`config.mk`:
```
export PLATFORM = sky130hd
export DESIGN_NAME = lpd_dir_entry
export DESIGN_NICKNAME = d
export VERILOG_FILES = /design/src/rtl/lpd_pkg.sv /design/src/rtl/lpd_ptr_lookup.sv /design/src/rtl/lpd_sharer_map.sv /design/src/rtl/lpd_dir_entry.sv
export SDC_FILE = /design/constraint.sdc
export NUM_CORES = 1
export LEC_CHECK = 0
export CAP_MARGIN = 25
export CORE_MARGIN = 5
export CORE_UTILIZATION = 45
export DETAILED_ROUTE_END_ITERATION = 12
export HOLD_SLACK_MARGIN = 0.06
export PLACE_DENSITY = 0.69
export SLEW_MARGIN = 30
export SYNTH_ARGS = -nofsm -noshare
export SYNTH_HDL_FRONTEND = slang
export SYNTH_SLANG_ARGS = --single-unit
```
`constraint.sdc`:
```
create_clock -name clk -period 3.2 [get_ports clk]
set_input_delay 0.48 -clock clk [delete_from_list [all_inputs] [get_ports clk]]
set_output_delay 0.48 -clock clk [all_outputs]
set_load 0.03 [all_outputs]
```
`src/rtl/lpd_pkg.sv`:
```
package lpd_pkg;

  typedef enum logic [1:0] {
    ST_ABSENT = 2'd0,
    ST_ONE    = 2'd1,
    ST_MANY   = 2'd2,
    ST_DIRTY  = 2'd3
  } blk_state_e;

  typedef enum logic [1:0] {
    OP_READ  = 2'd0,
    OP_WRITE = 2'd1,
    OP_EVICT = 2'd2,
    OP_NOP   = 2'd3
  } req_op_e;

  localparam int unsigned OVF_REPLACE = 0;
  localparam int unsigned OVF_BCAST   = 1;
  localparam int unsigned OVF_COARSE  = 2;

  // State from the number of recorded pointers; wide = flag or coarse active.
  function automatic blk_state_e settle_state(input int unsigned n,
                                              input logic wide,
                                              input logic keep_dirty);
    if (wide)   return ST_MANY;
    if (n == 0) return ST_ABSENT;
    if (n == 1) return keep_dirty ? ST_DIRTY : ST_ONE;
    return ST_MANY;
  endfunction

endpackage

```
`src/rtl/lpd_ptr_lookup.sv`:
```
module lpd_ptr_lookup #(
  parameter int unsigned N_PTR = 2,
  parameter int unsigned PID_W = 3,
  parameter int unsigned IDX_W = 1
) (
  input  logic [N_PTR-1:0]            vld,
  input  logic [N_PTR-1:0][PID_W-1:0] ptrs,
  input  logic [PID_W-1:0]            pid,
  output logic                        hit,
  output logic [IDX_W-1:0]            hit_idx,
  output logic                        has_free,
  output logic [IDX_W-1:0]            free_idx
);
  logic [N_PTR-1:0] hit_vec;

  for (genvar k = 0; k < N_PTR; k++) begin : g_cmp
    assign hit_vec[k] = vld[k] && (ptrs[k] == pid);
  end

  assign hit      = |hit_vec;
  assign has_free = ~&vld;

  // Lowest matching / lowest free slot wins.
  always_comb begin
    hit_idx  = '0;
    free_idx = '0;
    for (int k = N_PTR - 1; k >= 0; k--) begin
      if (hit_vec[k]) hit_idx  = IDX_W'(k);
      if (!vld[k])    free_idx = IDX_W'(k);
    end
  end
endmodule

```
`src/rtl/lpd_sharer_map.sv`:
```
module lpd_sharer_map #(
  parameter int unsigned N_PROC = 8,
  parameter int unsigned N_PTR  = 2,
  parameter int unsigned PID_W  = 3,
  parameter int unsigned GROUP  = 2,
  parameter int unsigned NGRP   = 4
) (
  input  logic [N_PTR-1:0]            vld,
  input  logic [N_PTR-1:0][PID_W-1:0] ptrs,
  input  logic                        bcast,
  input  logic                        coarse,
  input  logic [NGRP-1:0]             cvec,
  output logic [N_PROC-1:0]           sharers
);
  for (genvar q = 0; q < N_PROC; q++) begin : g_proc
    logic [N_PTR-1:0] m;
    for (genvar k = 0; k < N_PTR; k++) begin : g_slot
      assign m[k] = vld[k] && (ptrs[k] == PID_W'(q));
    end
    assign sharers[q] = bcast | (coarse & cvec[q / GROUP]) | (|m);
  end
endmodule

```
`src/rtl/lpd_dir_entry.sv`:
```
module lpd_dir_entry
  import lpd_pkg::*;
#(
  parameter int unsigned N_PROC   = 8,
  parameter int unsigned N_PTR    = 2,
  parameter int unsigned GROUP    = 2,
  parameter int unsigned OVF_MODE = OVF_REPLACE,
  parameter int unsigned PID_W    = $clog2(N_PROC)
) (
  input  logic              clk,
  input  logic              rst_n,
  input  logic              req_valid,
  output logic              req_ready,
  input  logic [1:0]        req_op,
  input  logic [PID_W-1:0]  req_pid,
  output logic              rsp_valid,
  input  logic              rsp_ready,
  output logic [N_PROC-1:0] rsp_inval,
  output logic              rsp_wb,
  output logic [PID_W-1:0]  rsp_wb_pid,
  output logic              rsp_grant,
  output logic [1:0]        dir_state
);
  localparam int unsigned IDX_W = (N_PTR > 1) ? $clog2(N_PTR) : 1;
  localparam int unsigned NGRP  = N_PROC / GROUP;
  localparam int unsigned NGW   = (NGRP > 1) ? $clog2(NGRP) : 1;

  function automatic int unsigned count_set(input logic [N_PTR-1:0] v);
    int unsigned n = 0;
    for (int k = 0; k < N_PTR; k++) n += int'(v[k]);
    return n;
  endfunction

  function automatic logic [NGW-1:0] grp_of(input logic [PID_W-1:0] p);
    return NGW'(int'(p) / GROUP);
  endfunction

  function automatic logic [N_PROC-1:0] bit_of(input logic [PID_W-1:0] p);
    return {{(N_PROC-1){1'b0}}, 1'b1} << p;
  endfunction

  function automatic logic [IDX_W-1:0] rr_next(input logic [IDX_W-1:0] i);
    return (i == IDX_W'(N_PTR - 1)) ? '0 : i + 1'b1;
  endfunction

  // Entry state
  logic [N_PTR-1:0]            vld_q, vld_d;
  logic [N_PTR-1:0][PID_W-1:0] ptr_q, ptr_d;
  logic                        bcast_q, bcast_d;
  logic                        coarse_q, coarse_d;
  logic [NGRP-1:0]             cvec_q, cvec_d;
  logic [IDX_W-1:0]            rr_q, rr_d;
  blk_state_e                  st_q, st_d;

  // Response registers
  logic              rv_q;
  logic [N_PROC-1:0] inv_q, inv_d;
  logic              wb_q, wb_d;
  logic [PID_W-1:0]  wbp_q, wbp_d;
  logic              gr_q, gr_d;

  logic              hit, has_free;
  logic [IDX_W-1:0]  hit_idx, free_idx;
  logic [N_PROC-1:0] cur_sharers;

  // Named events for the checker
  logic evt_accept, evt_overflow, evt_rsp_done;

  lpd_ptr_lookup #(.N_PTR(N_PTR), .PID_W(PID_W), .IDX_W(IDX_W)) u_look (
    .vld(vld_q), .ptrs(ptr_q), .pid(req_pid),
    .hit(hit), .hit_idx(hit_idx), .has_free(has_free), .free_idx(free_idx)
  );

  lpd_sharer_map #(.N_PROC(N_PROC), .N_PTR(N_PTR), .PID_W(PID_W),
                   .GROUP(GROUP), .NGRP(NGRP)) u_map (
    .vld(vld_q), .ptrs(ptr_q), .bcast(bcast_q), .coarse(coarse_q),
    .cvec(cvec_q), .sharers(cur_sharers)
  );

  assign req_ready    = !rv_q;
  assign evt_accept   = req_valid && req_ready;
  assign evt_rsp_done = rv_q && rsp_ready;
  assign evt_overflow = evt_accept && (req_op == OP_READ) && !hit && !has_free
                        && !bcast_q && !coarse_q;

  always_comb begin
    vld_d    = vld_q;
    ptr_d    = ptr_q;
    bcast_d  = bcast_q;
    coarse_d = coarse_q;
    cvec_d   = cvec_q;
    rr_d     = rr_q;
    st_d     = st_q;
    inv_d    = '0;
    wb_d     = 1'b0;
    wbp_d    = '0;
    gr_d     = 1'b0;
    case (req_op_e'(req_op))
      OP_READ: begin
        gr_d = 1'b1;
        if (st_q == ST_DIRTY && !hit) begin
          wb_d  = 1'b1;
          wbp_d = ptr_q[0];
        end
        if (coarse_q) begin
          cvec_d[grp_of(req_pid)] = 1'b1;
        end else if (!bcast_q && !hit) begin
          if (has_free) begin
            vld_d[free_idx] = 1'b1;
            ptr_d[free_idx] = req_pid;
          end else if (OVF_MODE == OVF_REPLACE) begin
            inv_d        = bit_of(ptr_q[rr_q]);
            ptr_d[rr_q]  = req_pid;
            rr_d         = rr_next(rr_q);
          end else if (OVF_MODE == OVF_BCAST) begin
            bcast_d = 1'b1;
          end else begin
            for (int k = 0; k < N_PTR; k++)
              if (vld_q[k]) cvec_d[grp_of(ptr_q[k])] = 1'b1;
            cvec_d[grp_of(req_pid)] = 1'b1;
            coarse_d = 1'b1;
            vld_d    = '0;
          end
        end
        st_d = (st_q == ST_DIRTY && hit) ? ST_DIRTY
             : settle_state(count_set(vld_d), bcast_d | coarse_d, 1'b0);
      end
      OP_WRITE: begin
        gr_d     = 1'b1;
        inv_d    = cur_sharers & ~bit_of(req_pid);
        vld_d    = '0;
        vld_d[0] = 1'b1;
        ptr_d    = '0;
        ptr_d[0] = req_pid;
        bcast_d  = 1'b0;
        coarse_d = 1'b0;
        cvec_d   = '0;
        rr_d     = '0;
        st_d     = ST_DIRTY;
      end
      OP_EVICT: begin
        if (!bcast_q && !coarse_q && hit) begin
          vld_d[hit_idx] = 1'b0;
          st_d = settle_state(count_set(vld_d), 1'b0, st_q == ST_DIRTY);
          if (count_set(vld_d) == 0) rr_d = '0;
        end
      end
      default: ;
    endcase
  end

  always_ff @(posedge clk) begin
    if (!rst_n) begin
      vld_q    <= '0;
      ptr_q    <= '0;
      bcast_q  <= 1'b0;
      coarse_q <= 1'b0;
      cvec_q   <= '0;
      rr_q     <= '0;
      st_q     <= ST_ABSENT;
      rv_q     <= 1'b0;
      inv_q    <= '0;
      wb_q     <= 1'b0;
      wbp_q    <= '0;
      gr_q     <= 1'b0;
    end else if (evt_accept) begin
      vld_q    <= vld_d;
      ptr_q    <= ptr_d;
      bcast_q  <= bcast_d;
      coarse_q <= coarse_d;
      cvec_q   <= cvec_d;
      rr_q     <= rr_d;
      st_q     <= st_d;
      rv_q     <= 1'b1;
      inv_q    <= inv_d;
      wb_q     <= wb_d;
      wbp_q    <= wbp_d;
      gr_q     <= gr_d;
    end else if (evt_rsp_done) begin
      rv_q <= 1'b0;
    end
  end

  assign rsp_valid  = rv_q;
  assign rsp_inval  = inv_q;
  assign rsp_wb     = wb_q;
  assign rsp_wb_pid = wbp_q;
  assign rsp_grant  = gr_q;
  assign dir_state  = st_q;
endmodule

```
==> Yosys cells after proc, flatten, opt, wreduce, memory -nomap -nowiden <==
Index checks and enable logic that the tools add are counted.
{ "totals": {"out_inout_bits": 17, "regBits": 30, "mem_bits_ro": 0, "ramBits": 0, "latch_bits": 0, "inputBits": 9, "word_cells": 205, "mem_count": 0} }
{ "op_classes": {"shifts": 2, "bitwise_logic": 18, "magnitude_cmp": 8, "eq_ne": 27, "n_reduce_logical": 54, "multipliers": 0, "mux": 81, "div_mod_pow": 0, "n_addsub": 3} }
{ "ops": {"columns": ["op", "n"], "rows": [
  ["logical NOT 32 bit", 2],
  ["two-way mux 1 bit", 36],
  ["two-way mux 2 bit", 18],
  ["equality test 32 x 1 -> 1 bit, second input constant", 1],
  ["logical AND 1 bit", 27],
  ["equality test 3 bit, second input constant", 8],
  ["two-way mux 8 bit", 3],
  ["OR reduction 2 bit", 10],
  ["two-way mux 3 bit", 6],
  ["two-way mux 6 bit", 3],
  ["one-hot mux 8 bit (2 select lines)", 1],
  ["<< shifter 1 x 3 -> 8 bit, first input constant", 2],
  ["bitwise mux 6 bit", 2],
  ["equality test 3 x 2 -> 1 bit, second input constant", 4],
  ["one-hot mux 2 bit (3 select lines)", 2],
  ["one-hot mux 6 bit (2 select lines)", 1],
  ["AND 8 bit", 1],
  ["inequality test 2 bit, second input constant", 4],
  ["inverter 8 bit", 1],
  ["OR 1 bit", 8],
  ["one-hot mux 4 bit (2 select lines)", 1],
  ["AND reduction 7 bit", 1],
  ["demux 3 bit (select 1 bit)", 2],
  ["equality test 3 x 1 -> 1 bit, second input constant", 2],
  ["28 further kinds", 47]
]} }

==> Depth between registers and ports, before layout <==
Gate-level depths: netlist of the first run.
{ "depth": {"word_depth": 24, "depth_mapped": 9, "mapped_depth_nobuf": 8} }

==> Hierarchy <==
From an unflattened synthesis of the first run, not the netlist that was laid out.
{ "unflattened": {"hier_cells": 222, "hier_area_um2": 1893.1} }
{ "modules_own_cells": {"columns": ["mod", "area_per_inst_um2", "cells_per_inst", "seq_area_each_um2", "instances"], "rows": [
  ["lpd_dir_entry", 1612.8, 183, 580.6, 1],
  ["lpd_sharer_map", 195.2, 27, 0.0, 1],
  ["lpd_ptr_lookup", 85.1, 12, 0.0, 1]
]} }

==> Least setup slack after synthesis of the first run <==
No wires, ideal clock.
{ "synth_path": {"path_type": "input port to flip-flop", "start": "in req_pid[2]", "end": "reg inv_q[4], in the netlist rsp_inval[4]", "setup_slack_ns": 1.233, "arrival_time_ns": 1.908, "t_required_ns": 3.141, "setup_ns": 0.059, "path_buffers": 1, "stages": 6, "path_cell_list": "buf_2 xnor2_1 a31o_4 or4b_4 o211ai_1 o211a_1"} }
{ "synth_via": {"elab_chain_len": 6, "elab_cells_between_ends": 11, "cone_classes": "2 x eq/ne; 1 x shift; 3 x mux; 2 x bitwise; 3 x reduce/logical"} }
{ "synth_rtl": {"columns": ["item", "line", "source"], "rows": [
  ["start: declaration", "lpd_dir_entry.sv:15", "input logic [PID_W-1:0] req_pid,"],
  ["equality test 3 bit", "lpd_ptr_lookup.sv:17", "assign hit_vec[k] = vld[k] && (ptrs[k] == pid);"],
  ["logical AND 1 bit", "lpd_ptr_lookup.sv:17", null],
  ["OR reduction 2 bit", "lpd_ptr_lookup.sv:20", "assign hit = |hit_vec;"],
  ["two-way mux 8 bit", "lpd_dir_entry.sv:107", "end else if (!bcast_q && !hit) begin"],
  ["two-way mux 8 bit", "lpd_dir_entry.sv:105", "if (coarse_q) begin"],
  ["one-hot mux 8 bit (2 select lines) *", "lpd_dir_entry.sv:98", "case (req_op_e'(req_op))"],
  ["end signal: assignment", "lpd_dir_entry.sv:175", "inv_q <= inv_d;"],
  ["end: declaration", "lpd_dir_entry.sv:57", "logic [N_PROC-1:0] inv_q, inv_d;"]
]} }
Mark *: on every way between the ends. The rest lies on a longest branch, timed or not.
A chain may end at the register's enable or synchronous reset.

==> Final worst setup path of the first run <==
Same ends and word-level chain as after synthesis.

==> impl_metrics.tcl, run 1 <==
set metrics [dict create \
    worstSetupPathType "in2reg" \
    layout_setup_ws_ns 0.923 \
    seq_area_frac_synth 0.311 \
    area_delta_synth_final_pct 17.9 \
    cts.clk_slew.worst_paths_ns 0.14 \
    grt_setup_unrepaired "no" \
    drt_pass1_iterations 7 \
    final_common_cell "nand2_1" \
    r2r_cells 5 \
    initial_core_util 0.475 \
    finalSetupViolCount 0 \
    arrival_ns 2.55 \
    grt_max_degree 19 \
    post-cts-setup-buffers 0 \
    maxSlewViolCount 0 \
    cts.path.max_buffers 2 \
    drive_above_1_share 0.0636 \
    via_count 1617 \
    io_buffers 25 \
    clk-insertion-delay-late_ns 0.32 \
    async_flop_share 0 \
    ys_seq_elements 25 \
    hold_depth 2 \
    required_ns 3.48 \
    synth_warnings 0 \
    maxSlewHeadroom 0.608 \
    cts_tree "built" \
    overflow 0 \
    cts-htree-levels 1 \
    hold_violations 0 \
    nets 235 \
    synth_area_leaders "dfxtp_1 (31%), nand2_1 (6.5%), ha_1 (3.9%)" \
    critPathLaunchType "primary input" \
    synth_ff_type "dfxtp_1" \
    maxCapViolCount 0 \
    worst_pin_slew_ns 0.587 \
    whs_ns 0.477 \
    cts-resized-gates 0 \
    viasPerCell 6.08 \
    leakagePower_nw 0.679 \
    antenna_cells 0 \
    run_status "completed" \
    grt_pass1_vias 1513 \
    powerDensity_mw_per_mm2 349 \
    syn_area_sq_mm 0.00161 \
    dieHeight_um 69.8 \
    fp.coreArea_sq_mm 0.00339 \
    io_pins 26 \
    gp_congestion 0.918 \
    antenna_found_initial 0 \
    hp-class "reg2reg" \
    ir_drop_uv 201 \
    hold_buffers 0 \
    synth_edf_count 0 \
    dp.final_hpwl_mm 3.16 \
    grt_pass1_wl_mm 7.10 \
    syn_inst 203 \
    layout_common_cells "nand2_1 (28), dfxtp_1 (25), clkdlybuf4s50_1 (25)" \
    syn_avg_cell_area_sq_um 7.93 \
    place_ws_ns 0.594 \
    synth_cell_type_count 45 \
    die_w_um 69.8 \
    drt-total-wl_mm 4.12 \
    fin_tns_setup_ns 0 \
    fmax_mhz 439 \
    clock_skew_ns 0.00132 \
    fp-row-count 21 \
    numCtsBuffers 3 \
    endpoint_kind "flip-flop" \
    yosysTopAreaCell "dfxtp_1" \
    clockRootBuffer "clkbuf_4" \
    synth_top_area_frac 0.311 \
    wire_per_inst_um 15.5 \
    drc 0 \
    period_share 0.712 \
    die_area_sq_mm 0.00487 \
    cp_max_fo 8 \
    clock_sinks 25 \
    synth_nets 217 \
    grt_use_total 0.173 \
    antenna_left 0 \
    fin_crit_ns 2.28 \
    dr.first_iter.drc_count 130 \
]
[cells by family (layout without fill, tap and decap cells)]
family                     Yosys count  in the layout  synth area share
buffers and inverters               23             40            0.0599
adders and majority gates            5              5            0.0389
muxes                                5              5            0.0311
DFF                                 25             25             0.311
and+or+nand+nor                     73             73             0.231
AOI/OAI and AO/OA                   66             66             0.295
xor gates and xnor gates             6              6            0.0327
[critical path, cell delays in order]
cell             delay [ns]
clkdlybuf4s50_1        0.68
xnor2_1                0.18
a31o_4                 0.29
or4b_4                 0.56
o211ai_1               0.19
o211a_1                0.16
[per-layer routing]
layer	global-route usage	vias to the layer above	wire length [um]	share of wire
li1	-	789	-	-
met1	0.238	767	1930	0.47
met2	0.282	57	1940	0.47
met3	0.0246	4	220	0.053
met4	0.0447	0	38	0.0092
met5	0	-	0	0
[registers in the layout, indices dropped and copies added, names as in the netlist]
register / cells
rsp_inval: 8
ptr_q: 6
rsp_wb_pid: 3
dir_state: 2
vld_q: 2
rr_q: 1
rsp_grant: 1
rsp_valid: 1
rsp_wb: 1
[cell usage after synthesis, drive strengths merged, types with 5 or more instances]
| library cell | number |
|---|---|
| a31oi | 9 |
| clkbuf | 8 |
| xnor2 | 6 |
| ha | 5 |
| o22ai | 10 |
| nor2b | 7 |
| nand2b | 6 |
| buf | 6 |
| mux2i | 5 |
| a21oi | 5 |
| o21ai | 13 |
| dfxtp | 25 |
| nand2 | 28 |
| inv | 9 |
| o211a | 5 |
| nand3 | 7 |
| nor2 | 10 |
[power breakdown]
part / switching, mW / total (mW) / internal [mW]
clock network: 0.0966 / 0.143 / 0.0468
logic: 0.100 / 0.171 / 0.0713
registers: 0.0199 / 0.347 / 0.327
total: 0.217 / 0.662 / 0.445
[through the flow]
step | cell area [sq um] | util | total power [mW] | cells
2_1_floorplan | 1610 | - | 0.465 | 203
3_3_place_gp | 1870 | 0.551 | 0.520 | 262
3_5_place_dp | 1870 | 0.551 | 0.524 | 262
4_1_cts | 1900 | 0.560 | 0.667 | 266
5_1_grt | 1900 | 0.560 | 0.698 | 266
6_report | 1900 | 0.560 | 0.662 | 266
[layout make-up]
type,instances,area [sq um]
fillers,327,1490
multi-input cells,155,1010
flip-flops and latches,25,500
repair buffers,27,265
well taps,46,57.6
inverters,9,33.8
clock buffers,3,22.5
clock inverters,1,5.00
[final timing paths]
path | endpoint | slack, ns | from
max | rsp_inval[4] | 0.92 | req_pid[2]
min | rsp_grant | 0.48 | rsp_grant
max reg2reg | rsp_inval[4] | 1.17 | ptr_q[3]
min reg2reg | rsp_grant | 0.48 | rsp_grant
(Power assumes the default switching activity.)
==> run 2: changes to the inputs <==
PLACE_DENSITY = 0.72   (was 0.69)
clock period = 2 ns   (was 3.2 ns; I/O delays follow)
==> run 2 against run 1 <==
Global-route usage rose by 0.55 points. Count of clock-buffer cells in the layout rose by 1. Critical path depth did not move. Die area did not move. Largest cell class unchanged. Utilization rose by 6.2 points. Hold slack got worse by 0.0058 ns.
==> impl_metrics.tcl, run 2 (synthesis results as in run 1) <==
set metrics [dict create \
    run_status "completed" \
    antenna_cells 0 \
    power_mw 1.10 \
    path_buf_inv 1 \
    dp.final_hpwl_mm 3.32 \
    die_w_um 69.8 \
    wire_per_inst_um 14.3 \
    combPwrFrac 0.287 \
    fmax_mhz 536 \
    endpoint_kind "flip-flop" \
    grt_max_degree 28 \
    dieHeight_um 69.8 \
    hold_depth 2 \
    nets 263 \
    sw_frac_of_total 0.326 \
    arrival_ns 2.15 \
    dr.first_iter.drc_count 93 \
    cts_tree "built" \
    placed_area_sq_mm 0.00208 \
    numCtsBuffers 3 \
    fp.coreArea_sq_mm 0.00339 \
    cts.path.max_buffers 2 \
    layout_common_cells "buf_4 (30), nand2_1 (28), dfxtp_1 (25)" \
    cpMaxStageDelayCell "or4_1" \
    hold_violations 0 \
    required_ns 2.28 \
    clkPwrFrac 0.217 \
    p_switching_mw 0.359 \
    fin_util 0.622 \
    cts-htree-levels 1 \
    overflow 0 \
    grt_use_total 0.179 \
    die_area_sq_mm 0.00487 \
    ir_drop_uv 292 \
    area_delta_synth_final_pct 31.0 \
    nFillCells 309 \
    worstSetupPathType "in2reg" \
    crit_cells 6 \
    largest_reg_flops 8 \
    maxSlewHeadroom 0.690 \
    critical-path-max-stage-delay_ns 0.56 \
    drt-total-wl_mm 4.22 \
    hp-class "reg2reg" \
    drc 0 \
    maxSlewViolCount 0 \
    io_pins 26 \
    powerDensity_mw_per_mm2 523 \
    period_share 0.933 \
    io_buffers 25 \
    fp-row-count 21 \
    grt_pass1_vias 1555 \
    cp_max_fo 5 \
    clk-insertion-delay-late_ns 0.32 \
    gp_congestion 0.857 \
    r2r_cells 5 \
    antenna_found_initial 0 \
    finalSetupViolCount 0 \
    crit_chain "clkdlybuf4s50_1, xnor2_1, a31o_4, or4_1, o21ai_1, o211a_1" \
    critical-path-top-delay-family "compound AO/OA/AOI/OAI gates" \
    drt_pass1_iterations 4 \
    post-cts-setup-buffers 0 \
    fin_area_sq_mm 0.00211 \
    grt_pass1_wl_mm 7.23 \
    critPathLaunchType "primary input" \
    leakagePower_nw 0.825 \
    fin_crit_ns 1.87 \
    clock_skew_ns 0.00198 \
    antenna_left 0 \
    seqPwrFrac 0.496 \
    cts.clk_slew.worst_paths_ns 0.14 \
    clock_sinks 25 \
    grt_setup_unrepaired "no" \
    clockRootBuffer "clkbuf_4" \
    drive_above_1_share 0.165 \
    initial_core_util 0.475 \
    p_int_mw 0.743 \
    maxCapViolCount 0 \
    worst_pin_slew_ns 0.459 \
    final_common_cell "buf_4" \
    via_count 1662 \
    viasPerCell 5.65 \
]
==> run 2: cell types whose count changed in the layout (fill, tap and decap cells not counted), sizes merged <==
cell           before  now
clkdlybuf4s50      25   24
clkbuf              3    4
clkinv              1    0
buf                 2   30
dlymetal6s2s        0    1
==> run 2: cell type report <==
class	count	area [sq um]	share of cell area
Clock buffer	4	26.3	0.0125
Sequential cell	25	500	0.237
Multi-Input combinational cell	155	1010	0.480
Timing Repair Buffer	55	478	0.227
Inverter	9	33.8	0.0160
Tap cell	46	57.6	0.0273
==> run 2: metal layers <==
layer	GRT usage	up-vias	share of wire
met5	0	-	0
met4	0.0447	0	0.0095
met3	0.0391	6	0.039
met2	0.289	34	0.47
met1	0.240	773	0.48
li1	-	849	-
==> run 2: worst reg2reg max path, stage by stage, from the launching register on <==
cell and delay (ns):
dfxtp_1 0.51, inv_1 0.09, a31o_4 0.23, or4_1 0.56
o21ai_1 0.18, o211a_1 0.16
==> run 2: worst paths after layout <==
kind / end / from / slack, ns
min: rsp_grant / rsp_grant / 0.47
min reg2reg: rsp_grant / rsp_grant / 0.47
max reg2reg: rsp_inval[2] / vld_q[0] / 0.23
max: rsp_inval[2] / req_pid[0] / 0.13
==> run 2: through the flow <==
stage | instances | setup WS, ns | hold WS (ns) | setup TNS (ns)
finish | 294 | 0.134 | 0.471 | 0
global route | 294 | 0.0655 | 0.496 | 0
CTS | 294 | 0.101 | 0.477 | 0
detailed placement | 290 | -0.248 | 0.458 | -3.11
global placement | 290 | -0.204 | 0.451 | -2.40
floorplan | 203 | 0.213 | 0.438 | 0
==> run 2: power groups by stage <==
stage               Combinational (mW)  Sequential, mW  Clock, mW
floorplan                        0.160           0.585          0
global placement                 0.311           0.557          0
detailed placement               0.315           0.557          0
CTS                              0.316           0.547      0.246
global route                     0.343           0.552      0.262
finish                           0.316           0.547      0.239
==> run 2: repair_timing <==
item,in CTS,in global routing
gates resized for setup,0,1
setup endpoints to repair,0,1
hold buffers,0,0
==> run 3: changes to the inputs <==
GPL_ROUTABILITY_DRIVEN = 0   (was unset)
==> results of run 3 <==
No change in the layout: final DEF, timing and power equal those of run 2.
